File: src/rtl/adc_seq_pkg.sv
package adc_seq_pkg;
   localparam int BUS_W = 8;

   typedef enum logic [1:0] {
      ADR_CTL1 = 2'd0,
      ADR_CTL2 = 2'd1,
      ADR_RESH = 2'd2,
      ADR_RESL = 2'd3
   } adc_addr_e;

   // bit positions inside the control bytes
   localparam int C1_AIN   = 4;
   localparam int C1_MODE  = 5;
   localparam int C1_START = 7;
   localparam int C2_BUSY  = 6;
   localparam int C2_EOC   = 7;
endpackage

File: src/rtl/adc_seq_ctl.sv
module adc_seq_ctl #(
   parameter int CHAN_W = 4,
   parameter int TSEL_W = 3
) (
   input  logic              clk,
   input  logic              rst_n,
   input  logic              lp,
   input  logic              wr_c1,
   input  logic              wr_c2,
   input  logic [CHAN_W-1:0] w_chan,
   input  logic              w_ain,
   input  logic              w_mode,
   input  logic              w_start,
   input  logic [TSEL_W-1:0] w_tsel,
   input  logic              busy,
   input  logic              done,
   output logic [CHAN_W-1:0] chan_q,
   output logic              ain_q,
   output logic              mode_q,
   output logic              start_q,
   output logic [TSEL_W-1:0] tsel_q,
   output logic              start_go
);
   assign start_go = wr_c1 && w_start && !busy && !lp;

   always_ff @(posedge clk or negedge rst_n) begin
      if (!rst_n) begin
         chan_q  <= '0;
         ain_q   <= 1'b0;
         mode_q  <= 1'b0;
         start_q <= 1'b0;
         tsel_q  <= '0;
      end else if (lp) begin
         ain_q   <= 1'b0;
         mode_q  <= 1'b0;
         start_q <= 1'b0;
      end else begin
         if (done && !mode_q)
            start_q <= 1'b0;
         if (wr_c1) begin
            chan_q <= w_chan;
            ain_q  <= w_ain;
            mode_q <= w_mode;
            if (!w_start)
               start_q <= 1'b0;
            else if (!busy)
               start_q <= 1'b1;
         end
         if (wr_c2)
            tsel_q <= w_tsel;
      end
   end

   AST_SINGLE_STOP: assert property (@(posedge clk) disable iff (!rst_n)
      done && !mode_q && !lp |=> !start_q) else $error("single mode kept start");
   AST_LP_CTL: assert property (@(posedge clk) disable iff (!rst_n)
      lp |=> !start_q && !mode_q && !ain_q) else $error("low power left control set");
endmodule

File: src/rtl/adc_seq_timer.sv
module adc_seq_timer #(
   parameter int BASE_CYC = 39,
   parameter int TSEL_W   = 3
) (
   input  logic              clk,
   input  logic              rst_n,
   input  logic              lp,
   input  logic              start_go,
   input  logic              cont,
   input  logic [TSEL_W-1:0] tsel,
   output logic              busy,
   output logic              done
);
   localparam int MAX_CYC = BASE_CYC << ((1 << TSEL_W) - 1);
   localparam int CNT_W   = $clog2(MAX_CYC);

   logic [CNT_W-1:0] cnt_q, load_val;

   always_comb load_val = (CNT_W'(BASE_CYC) << tsel) - CNT_W'(1);
   assign done = busy && (cnt_q == '0);

   always_ff @(posedge clk or negedge rst_n) begin
      if (!rst_n) begin
         busy  <= 1'b0;
         cnt_q <= '0;
      end else if (lp) begin
         busy  <= 1'b0;
         cnt_q <= '0;
      end else if (start_go) begin
         busy  <= 1'b1;
         cnt_q <= load_val;
      end else if (done) begin
         busy  <= cont;
         cnt_q <= load_val;
      end else if (busy) begin
         cnt_q <= cnt_q - CNT_W'(1);
      end
   end

   AST_BUSY_HOLD: assert property (@(posedge clk) disable iff (!rst_n)
      busy && !done && !lp |=> busy) else $error("busy dropped early");
   AST_LP_IDLE: assert property (@(posedge clk) disable iff (!rst_n)
      lp |=> !busy) else $error("conversion survived low power");
   AST_REPEAT_GO: assert property (@(posedge clk) disable iff (!rst_n)
      done && cont && !lp |=> busy) else $error("repeat did not restart");
endmodule

File: src/rtl/adc_seq_result.sv
module adc_seq_result #(
   parameter int RES_W     = 10,
   parameter bit LEFT_JUST = 1'b1
) (
   input  logic             clk,
   input  logic             rst_n,
   input  logic             lp,
   input  logic             done,
   input  logic             start_go,
   input  logic             rd_hi,
   input  logic [RES_W-1:0] conv_data,
   output logic [7:0]       res_hi,
   output logic [7:0]       res_lo,
   output logic             eoc_q,
   output logic             irq_q
);
   logic [RES_W-1:0] res_q;

   always_ff @(posedge clk or negedge rst_n) begin
      if (!rst_n) begin
         res_q <= '0;
         eoc_q <= 1'b0;
         irq_q <= 1'b0;
      end else if (lp) begin
         res_q <= '0;
         eoc_q <= 1'b0;
         irq_q <= 1'b0;
      end else begin
         irq_q <= done;
         if (done) begin
            res_q <= conv_data;
            eoc_q <= 1'b1;
         end else if (start_go || rd_hi) begin
            eoc_q <= 1'b0;
         end
      end
   end

   generate
      if (LEFT_JUST) begin : g_left
         assign res_hi = res_q[RES_W-1 -: 8];
         assign res_lo = {res_q[RES_W-9:0], {(16-RES_W){1'b0}}};
      end else begin : g_right
         assign res_lo = res_q[7:0];
         assign res_hi = {{(16-RES_W){1'b0}}, res_q[RES_W-1:8]};
      end
   endgenerate

   AST_IRQ_ONE: assert property (@(posedge clk) disable iff (!rst_n)
      irq_q |=> !irq_q) else $error("interrupt longer than a clock");
   AST_EOC_AT_IRQ: assert property (@(posedge clk) disable iff (!rst_n)
      irq_q |-> eoc_q) else $error("interrupt without flag");
   AST_RES_HOLD: assert property (@(posedge clk) disable iff (!rst_n)
      !done && !lp |=> $stable(res_q)) else $error("result changed without completion");
   AST_LP_CLEAR: assert property (@(posedge clk) disable iff (!rst_n)
      lp |=> !eoc_q && !irq_q && res_q == '0) else $error("result kept in low power");
endmodule

File: src/rtl/adc_seq.sv
module adc_seq
   import adc_seq_pkg::*;
#(
   parameter int RES_W     = 10,
   parameter int CHAN_W    = 4,
   parameter int TSEL_W    = 3,
   parameter int BASE_CYC  = 39,
   parameter bit LEFT_JUST = 1'b1
) (
   input  logic              clk,
   input  logic              rst_n,
   input  logic              lp_mode_i,
   input  logic              bus_wr_i,
   input  logic              bus_rd_i,
   input  logic [1:0]        bus_addr_i,
   input  logic [7:0]        bus_wdata_i,
   output logic [7:0]        bus_rdata_o,
   input  logic [RES_W-1:0]  conv_data_i,
   output logic [CHAN_W-1:0] ana_chan_o,
   output logic              ana_en_o,
   output logic              irq_o
);
   initial begin
      assert (BASE_CYC >= 2 && BASE_CYC <= (1 << 20)) else $error("BASE_CYC out of range");
      assert (TSEL_W >= 1 && TSEL_W <= 3) else $error("TSEL_W out of range");
      assert (RES_W >= 9 && RES_W <= 15) else $error("RES_W out of range");
      assert (CHAN_W >= 1 && CHAN_W <= 4) else $error("CHAN_W out of range");
   end

   logic wr_c1, wr_c2, rd_hi;
   logic busy, done, start_go;
   logic mode_q, start_q, ain_q, eoc_q;
   logic [CHAN_W-1:0] chan_q;
   logic [TSEL_W-1:0] tsel_q;
   logic [7:0] res_hi, res_lo, c1_rd, c2_rd;
   logic wdata_unused;

   assign wdata_unused = ^bus_wdata_i;
   assign wr_c1 = bus_wr_i && (bus_addr_i == ADR_CTL1);
   assign wr_c2 = bus_wr_i && (bus_addr_i == ADR_CTL2);
   assign rd_hi = bus_rd_i && (bus_addr_i == ADR_RESH) && !lp_mode_i;

   adc_seq_ctl #(.CHAN_W(CHAN_W), .TSEL_W(TSEL_W)) u_ctl (
      .clk(clk), .rst_n(rst_n), .lp(lp_mode_i),
      .wr_c1(wr_c1), .wr_c2(wr_c2),
      .w_chan(bus_wdata_i[CHAN_W-1:0]), .w_ain(bus_wdata_i[C1_AIN]),
      .w_mode(bus_wdata_i[C1_MODE]), .w_start(bus_wdata_i[C1_START]),
      .w_tsel(bus_wdata_i[TSEL_W-1:0]),
      .busy(busy), .done(done),
      .chan_q(chan_q), .ain_q(ain_q), .mode_q(mode_q), .start_q(start_q),
      .tsel_q(tsel_q), .start_go(start_go)
   );

   adc_seq_timer #(.BASE_CYC(BASE_CYC), .TSEL_W(TSEL_W)) u_timer (
      .clk(clk), .rst_n(rst_n), .lp(lp_mode_i),
      .start_go(start_go), .cont(start_q && mode_q), .tsel(tsel_q),
      .busy(busy), .done(done)
   );

   adc_seq_result #(.RES_W(RES_W), .LEFT_JUST(LEFT_JUST)) u_res (
      .clk(clk), .rst_n(rst_n), .lp(lp_mode_i),
      .done(done), .start_go(start_go), .rd_hi(rd_hi),
      .conv_data(conv_data_i),
      .res_hi(res_hi), .res_lo(res_lo), .eoc_q(eoc_q), .irq_q(irq_o)
   );

   always_comb begin
      c1_rd = '0;
      c1_rd[CHAN_W-1:0] = chan_q;
      c1_rd[C1_AIN]     = ain_q;
      c1_rd[C1_MODE]    = mode_q;
      c1_rd[C1_START]   = start_q;
      c2_rd = '0;
      c2_rd[TSEL_W-1:0] = tsel_q;
      c2_rd[C2_BUSY]    = busy;
      c2_rd[C2_EOC]     = eoc_q;
   end

   always_comb begin
      case (bus_addr_i)
         ADR_CTL1: bus_rdata_o = c1_rd;
         ADR_CTL2: bus_rdata_o = c2_rd;
         ADR_RESH: bus_rdata_o = res_hi;
         default:  bus_rdata_o = res_lo;
      endcase
   end

   assign ana_chan_o = chan_q;
   assign ana_en_o   = ain_q;

   AST_RD_HI_CLR: assert property (@(posedge clk) disable iff (!rst_n)
      rd_hi && !done |=> !eoc_q) else $error("high read left flag set");
endmodule

File: config.mk
export PLATFORM = sky130hd
export DESIGN_NAME = adc_seq
export DESIGN_NICKNAME = d
export VERILOG_FILES = /design/src/rtl/adc_seq_pkg.sv /design/src/rtl/adc_seq_ctl.sv /design/src/rtl/adc_seq_timer.sv /design/src/rtl/adc_seq_result.sv /design/src/rtl/adc_seq.sv
export SDC_FILE = /design/constraint.sdc
export NUM_CORES = 1
export LEC_CHECK = 0
export BUFFER_PORTS_ARGS = -buffer_cell sky130_fd_sc_hd__buf_2
export CORE_MARGIN = 2
export CORE_UTILIZATION = 30
export CTS_CLUSTER_SIZE = 12
export DETAILED_ROUTE_END_ITERATION = 7
export SYNTH_ARGS = -nofsm -noshare
export SYNTH_HDL_FRONTEND = slang
export SYNTH_SLANG_ARGS = --single-unit
File: constraint.sdc
create_clock -name clk -period 2.3 [get_ports clk]
set_input_delay 0.115 -clock clk [delete_from_list [all_inputs] [get_ports clk]]
set_output_delay 0.115 -clock clk [all_outputs]
set_load 0.05 [all_outputs]
Word level (Yosys, flattened, before mapping)

Cells that the tools add are included.

Memories: 0
Output and inout bits: 14
ROM bits: 0
Latch bits: 0
Register bits after elaboration: 36
Logic and storage cells: 62
Bits in writable memories: 0

Bitwise logic cells: 1
Multiplexer cells: 23
$add $sub $neg: 2
Div/mod/pow operators: 0
Reduce and logical (&&, ||, !) cells: 23
$lt $le $gt $ge: 0
Equality and inequality tests: 2
$mul: 0
Shifts and indexed selects: 1

Operators by type and width:

| operator                                           | count |
|---|---|
| 2-to-1 mux 13 bit                                  | 4 |
| one-hot mux 8 bit (3 select lines)                 | 1 |
| 2-to-1 mux 10 bit                                  | 2 |
| 2-to-1 mux 1 bit                                   | 16 |
| zero test 13 bit                                   | 1 |
| left shift 6 x 3 -> 13 bit, first input constant   | 1 |
| subtractor 13 x 1 -> 13 bit, second input constant | 1 |
| subtractor 13 x 2 -> 13 bit, second input constant | 1 |
| logical AND 1 bit                                  | 10 |
| nonzero test 3 bit                                 | 2 |
| AND reduction 2 bit                                | 2 |
| nonzero test 2 bit                                 | 2 |
| nonzero test 4 bit                                 | 1 |
| zero test 1 bit                                    | 3 |
| == test 2 x 1 -> 1 bit, second input constant      | 1 |
| == test 2 bit, second input constant               | 1 |
| zero test 2 bit                                    | 1 |
| logical OR 1 bit                                   | 1 |
| inverter 1 bit                                     | 1 |

Longest topological paths before layout

Depth after elaboration: 9
Depth in mapped cells: 8
Depth with buffers taken out: 7

Hierarchy

Synthesis repeated with hierarchy kept, for this count alone.

Cell total of the unflattened synthesis: 229
Area total of the unflattened synthesis: 2314.7 µm²

By module, submodules not included:

| module         | seq. area each (µm²) | instances | area each (µm²) | cells each |
|---|---|---|---|---|
| adc_seq_timer  | 350.3                | 1         | 1114.8          | 132 |
| adc_seq_result | 300.3                | 1         | 524.3           | 44 |
| adc_seq_ctl    | 250.2                | 1         | 437.9           | 29 |
| adc_seq        | 0.0                  | 1         | 237.7           | 24 |

Worst setup path after synthesis

OpenSTA, ideal clock, no wires.

Kind: register to register
Start point: reg u_timer.cnt_q[9]
End point: reg u_timer.cnt_q[1]
Path buffers: 0
Data arrival time: 1899 ps
Required time: 2178 ps
Stages on the path, launching flop included: 6
Path slack: 279 ps
Cell sequence: dfrtp_1 or4_4 nor3_4 a21oi_2 or3_1 a32o_1

Longest elaborated chain between the ends: 5

RTL lines:

| what                   | line                | RTL |
|---|---|---|
| start, declared        | adc_seq_timer.sv:17 | `logic [CNT_W-1:0] cnt_q, load_val;` |
| start signal, assigned | adc_seq_timer.sv:31 | `cnt_q <= load_val;` |
| start signal, assigned | adc_seq_timer.sv:34 | `cnt_q <= load_val;` |
| start signal, assigned | adc_seq_timer.sv:36 | `cnt_q <= cnt_q - CNT_W'(1);` |
| zero test 13 bit (*)   | adc_seq_timer.sv:20 | `assign done = busy && (cnt_q == '0);` |
| logical AND 1 bit (*)  | adc_seq_timer.sv:20 |  |
| 2-to-1 mux 13 bit      | adc_seq_timer.sv:32 | `end else if (done) begin` |
| 2-to-1 mux 13 bit      | adc_seq_timer.sv:29 | `end else if (start_go) begin` |
| 2-to-1 mux 13 bit      | adc_seq_timer.sv:26 | `end else if (lp) begin` |

Every way passes the cells marked *; elsewhere a longest branch is shown, timed or not.
A chain may end at the register's enable or synchronous reset.

Final worst setup path

Start point: reg u_timer.cnt_q[7]
End point: reg u_timer.cnt_q[3]

The elaborated chain is that of the path after synthesis.

==> run_results.csv <==
group,metric,value,unit
floorplan,die_w,90.57,um
final_layout,multi_input_area,1270,um^2
worst_setup_path,crit_path_max_incr_delay,0.54,ns
synthesis,syn-cell-area,2248,um^2
power,leakagePower,1.239,nW
synthesis,ys_types,49,
status,status,"complete, no violations",
sta,worst_pin_slew,0.8190,ns
synthesis,synthArstFlopShare,100.0,%
drt,drt_wl_total,5619,um
worst_setup_path,worst-path-buf-inv,0,
floorplan,initial_core_util,31.00,%
worst_setup_path,arrival,2.26,ns
floorplan,rows,31,
worst_setup_path,path_delay_family,"simple AND/OR/NAND/NOR gates",
floorplan,die_height,90.57,um
synthesis,syn_inst,248,
worst_setup_path,crit_chain,"or4_4 > nand2b_1 > o31ai_4 > o21ai_0 > a221o_1",
worst_setup_path,crit_type,"flop to flop",
worst_hold_path,hp-class,"input pin to flop",
cts,cts_buffers,5,
final_layout,antenna_cells,0,
synthesis,synth_top_area_share,40.07,%
placement,dp_hpwl,4238,um
grt,grt.overflow.total,0,
cts,clock_latency,0.30,ns
power,pwr-share-seq,38.9,%
sta,min_period,2.078,ns
power,switching_power,0.0006841,W
drt,vias,1972,
cts,post_cts.repair.setup_buffers,0,
grt,grt_pass1_vias,1987,
power,power_per_cell_area,699.6,nW/um^2
worst_setup_path,worstPathMaxFanout,7,
grt,grt_max_degree,37,
power,combPwrFrac,31.7,%
run,maxCapViolCount,0,
sta,fin_tns_setup,0,ns
sta,hold_viol_final,0,
power,p_int,0.001223,W
synthesis,syn_nets,281,
floorplan,core_area,7253,um^2
power,ir_drop,0.3254,mV
power,clockPowerShare,29.4,%
synthesis,ys_ff_latch,36,
final_layout,fillers,777,
drt,first_iter_violations,94,
sta,clock-skew-final,0.009275,ns
sta,rsz0062_at_grt,"no",
cts,cts_tree,"done",
cts,ctsHtreeMaxLevel,2,
sta,period_share,90.35,%
final_layout,area_growth_syn_to_layout,21.26,%
synthesis,synth_ff_type,"dfrtp_1",
grt,grt_usage,14.58,%
drt,wl_per_cell,14.33,um
worst_setup_path,end_kind,"flop",
cts,clkSinkCount,36,
cts,clk_path_buf_depth,2,
cts,cts_root_buf,"clkbuf_8",
drt,drc,0,
synthesis,synth_edf_count,0,
grt,grt_pass1_wl,9756,um
placement,place.port_buffers,37,
floorplan,io_pins,39,
drt,dr.pass1.iters,4,
final_layout,nets,325,
final_layout,design_area,2726,um^2
floorplan,dieArea,8203,um^2
power,swShare,35.87,%
sta,max_freq,0.4812,GHz
final_layout,drive_gt1_share,23.89,%
final_layout,register_area,900.9,um^2
synthesis,yosys-top-cells-area,"dfrtp_1, nand2_1, mux2i_1",
sta,finalSetupViolations,0,
synthesis,seq_area_frac_synth,40.07,%
drt,ant_nets,0,
sta,maxSlewHeadroom,45.40,%
placement,place_congestion,0.8739,
cts,clk_pin_slew_worst_paths,0.08,ns
worst_setup_path,startpoint_type,"flop",
worst_setup_path,r2r_slack,0.22,ns
drt,avgViaCountPerCell,5.031,
synthesis,yosys_warnings,0,
synthesis,syn_avg_cell_area,9.066,um^2
placement,place_area,2609,um^2
worst_setup_path,cp.required,2.49,ns
sta,slew_viol_final,0,
synthesis,yosysTopAreaCell,"dfrtp_1",
worst_setup_path,cp_slowest_cell,"or4_4",
grt,antenna_found_initial,0,
==> timing repair <==
item,CTS,global route
hold buffers,1,0
resized for setup,0,0
endpoints found under the hold margin,36,0
==> flip-flops by register name, summed over array words and instances, names as in the netlist <==
signal / cells
u_timer.cnt_q: 13
u_res.res_q: 10
u_ctl.tsel_q: 3
u_ctl.ain_q: 1
u_res.irq_q: 1
u_res.eoc_q: 1
u_ctl.chan_q: 4
u_timer.busy: 1
u_ctl.start_q: 1
u_ctl.mode_q: 1
==> final timing paths <==
kind / cells after the start / from / to
worst max-delay path: 5 / u_timer.cnt_q[7] / u_timer.cnt_q[3]
worst min-delay path: 3 / bus_wdata_i[2] / u_ctl.tsel_q[2]
worst max register to register: 5 / u_timer.cnt_q[7] / u_timer.cnt_q[3]
worst min register to register: 1 / u_timer.cnt_q[10] / u_timer.cnt_q[10]
max in group asynchronous: 2 / rst_n / u_res.eoc_q
min in group asynchronous: 2 / rst_n / u_timer.cnt_q[2]
==> Yosys cell counts (3+ instances only) <==
cell type,n
ha_1,8
and2_1,3
dfrtp_1,36
nand4_1,3
nor3_1,7
or3_1,4
nand2b_1,3
nor2_1,16
inv_1,7
o221ai_1,3
mux2_2,5
o21ai_0,23
o2bb2ai_1,3
nor2b_1,3
clkbuf_1,10
a21oi_1,17
mux2i_1,14
a32o_1,3
nand2_1,40
==> placed cells by master, fill, tap and decap left out, types with 4 or more instances in the layout <==
master and count:
inv_1 7, dfrtp_1 36, nor3_1 7, buf_4 11, clkbuf_8 5, o21ai_0 23
mux2_2 5, a21oi_1 17, mux2i_1 14, ha_1 8, nand2_1 40, buf_2 37
or3_1 4, nor2_1 16
==> stage by stage <==
step / util [%] / worst slack [ns] / cells / hold slack, ns / power, W
6_report: 37.59 / 0.2220 / 392 / 0.04913 / 0.001907
3_3_place_gp: 35.97 / 0.2565 / 383 / 0.2713 / 0.001352
3_5_place_dp: 35.97 / 0.2172 / 383 / 0.2621 / 0.001357
5_1_grt: 37.59 / 0.09984 / 392 / 0.05140 / 0.002029
4_1_cts: 37.59 / 0.2250 / 392 / 0.03944 / 0.001924
2_1_floorplan: - / 0.2794 / 248 / -0.1806 / 0.001178
==> cell families after synthesis <==
logic type	after synthesis	share of synthesized area, %
and+or+nand+nor	95	21.54
AOI/OAI and AO/OA	66	19.59
DFF	36	40.07
buffers and inverters	20	3.450
muxes	20	9.738
adders and majority gates	8	4.452
xor gates and xnor gates	3	1.169
==> power groups by stage <==
stage	sequential [W]	clock, W	combinational, W
2_1_floorplan	0.000794	0	0.000385
3_3_place_gp	0.000753	0	0.000599
3_5_place_dp	0.000755	0	0.000602
4_1_cts	0.000743	0.000576	0.000605
5_1_grt	0.000752	0.000606	0.000671
6_report	0.000742	0.000561	0.000604
==> cell type report <==
cell class                      instances  share of cell area (%)
Inverter                                7                  0.9637
Timing Repair Buffer                   50                   10.92
Clock buffer                            6                   2.662
Tap cell                               99                   4.543
Sequential cell                        36                   33.04
Clock inverter                          2                   1.285
Multi-Input combinational cell        192                   46.58
==> metal layers <==
layer,up-vias,share of wire (%),wire length (um),GRT usage (%)
li1,985,-,-,-
met1,925,49,2751,20.30
met2,50,45,2507,23.07
met3,12,4.8,270,3.005
met4,0,1.6,90,3.846
met5,-,0,0,0
==> worst reg2reg max path, cell delays in order (launching register included) <==
cell      delay (ns)
dfrtp_1         0.43
or4_4           0.54
nand2b_1        0.25
o31ai_4         0.32
o21ai_0         0.14
a221o_1         0.30
Note: power is estimated with default switching activity, not from simulation.
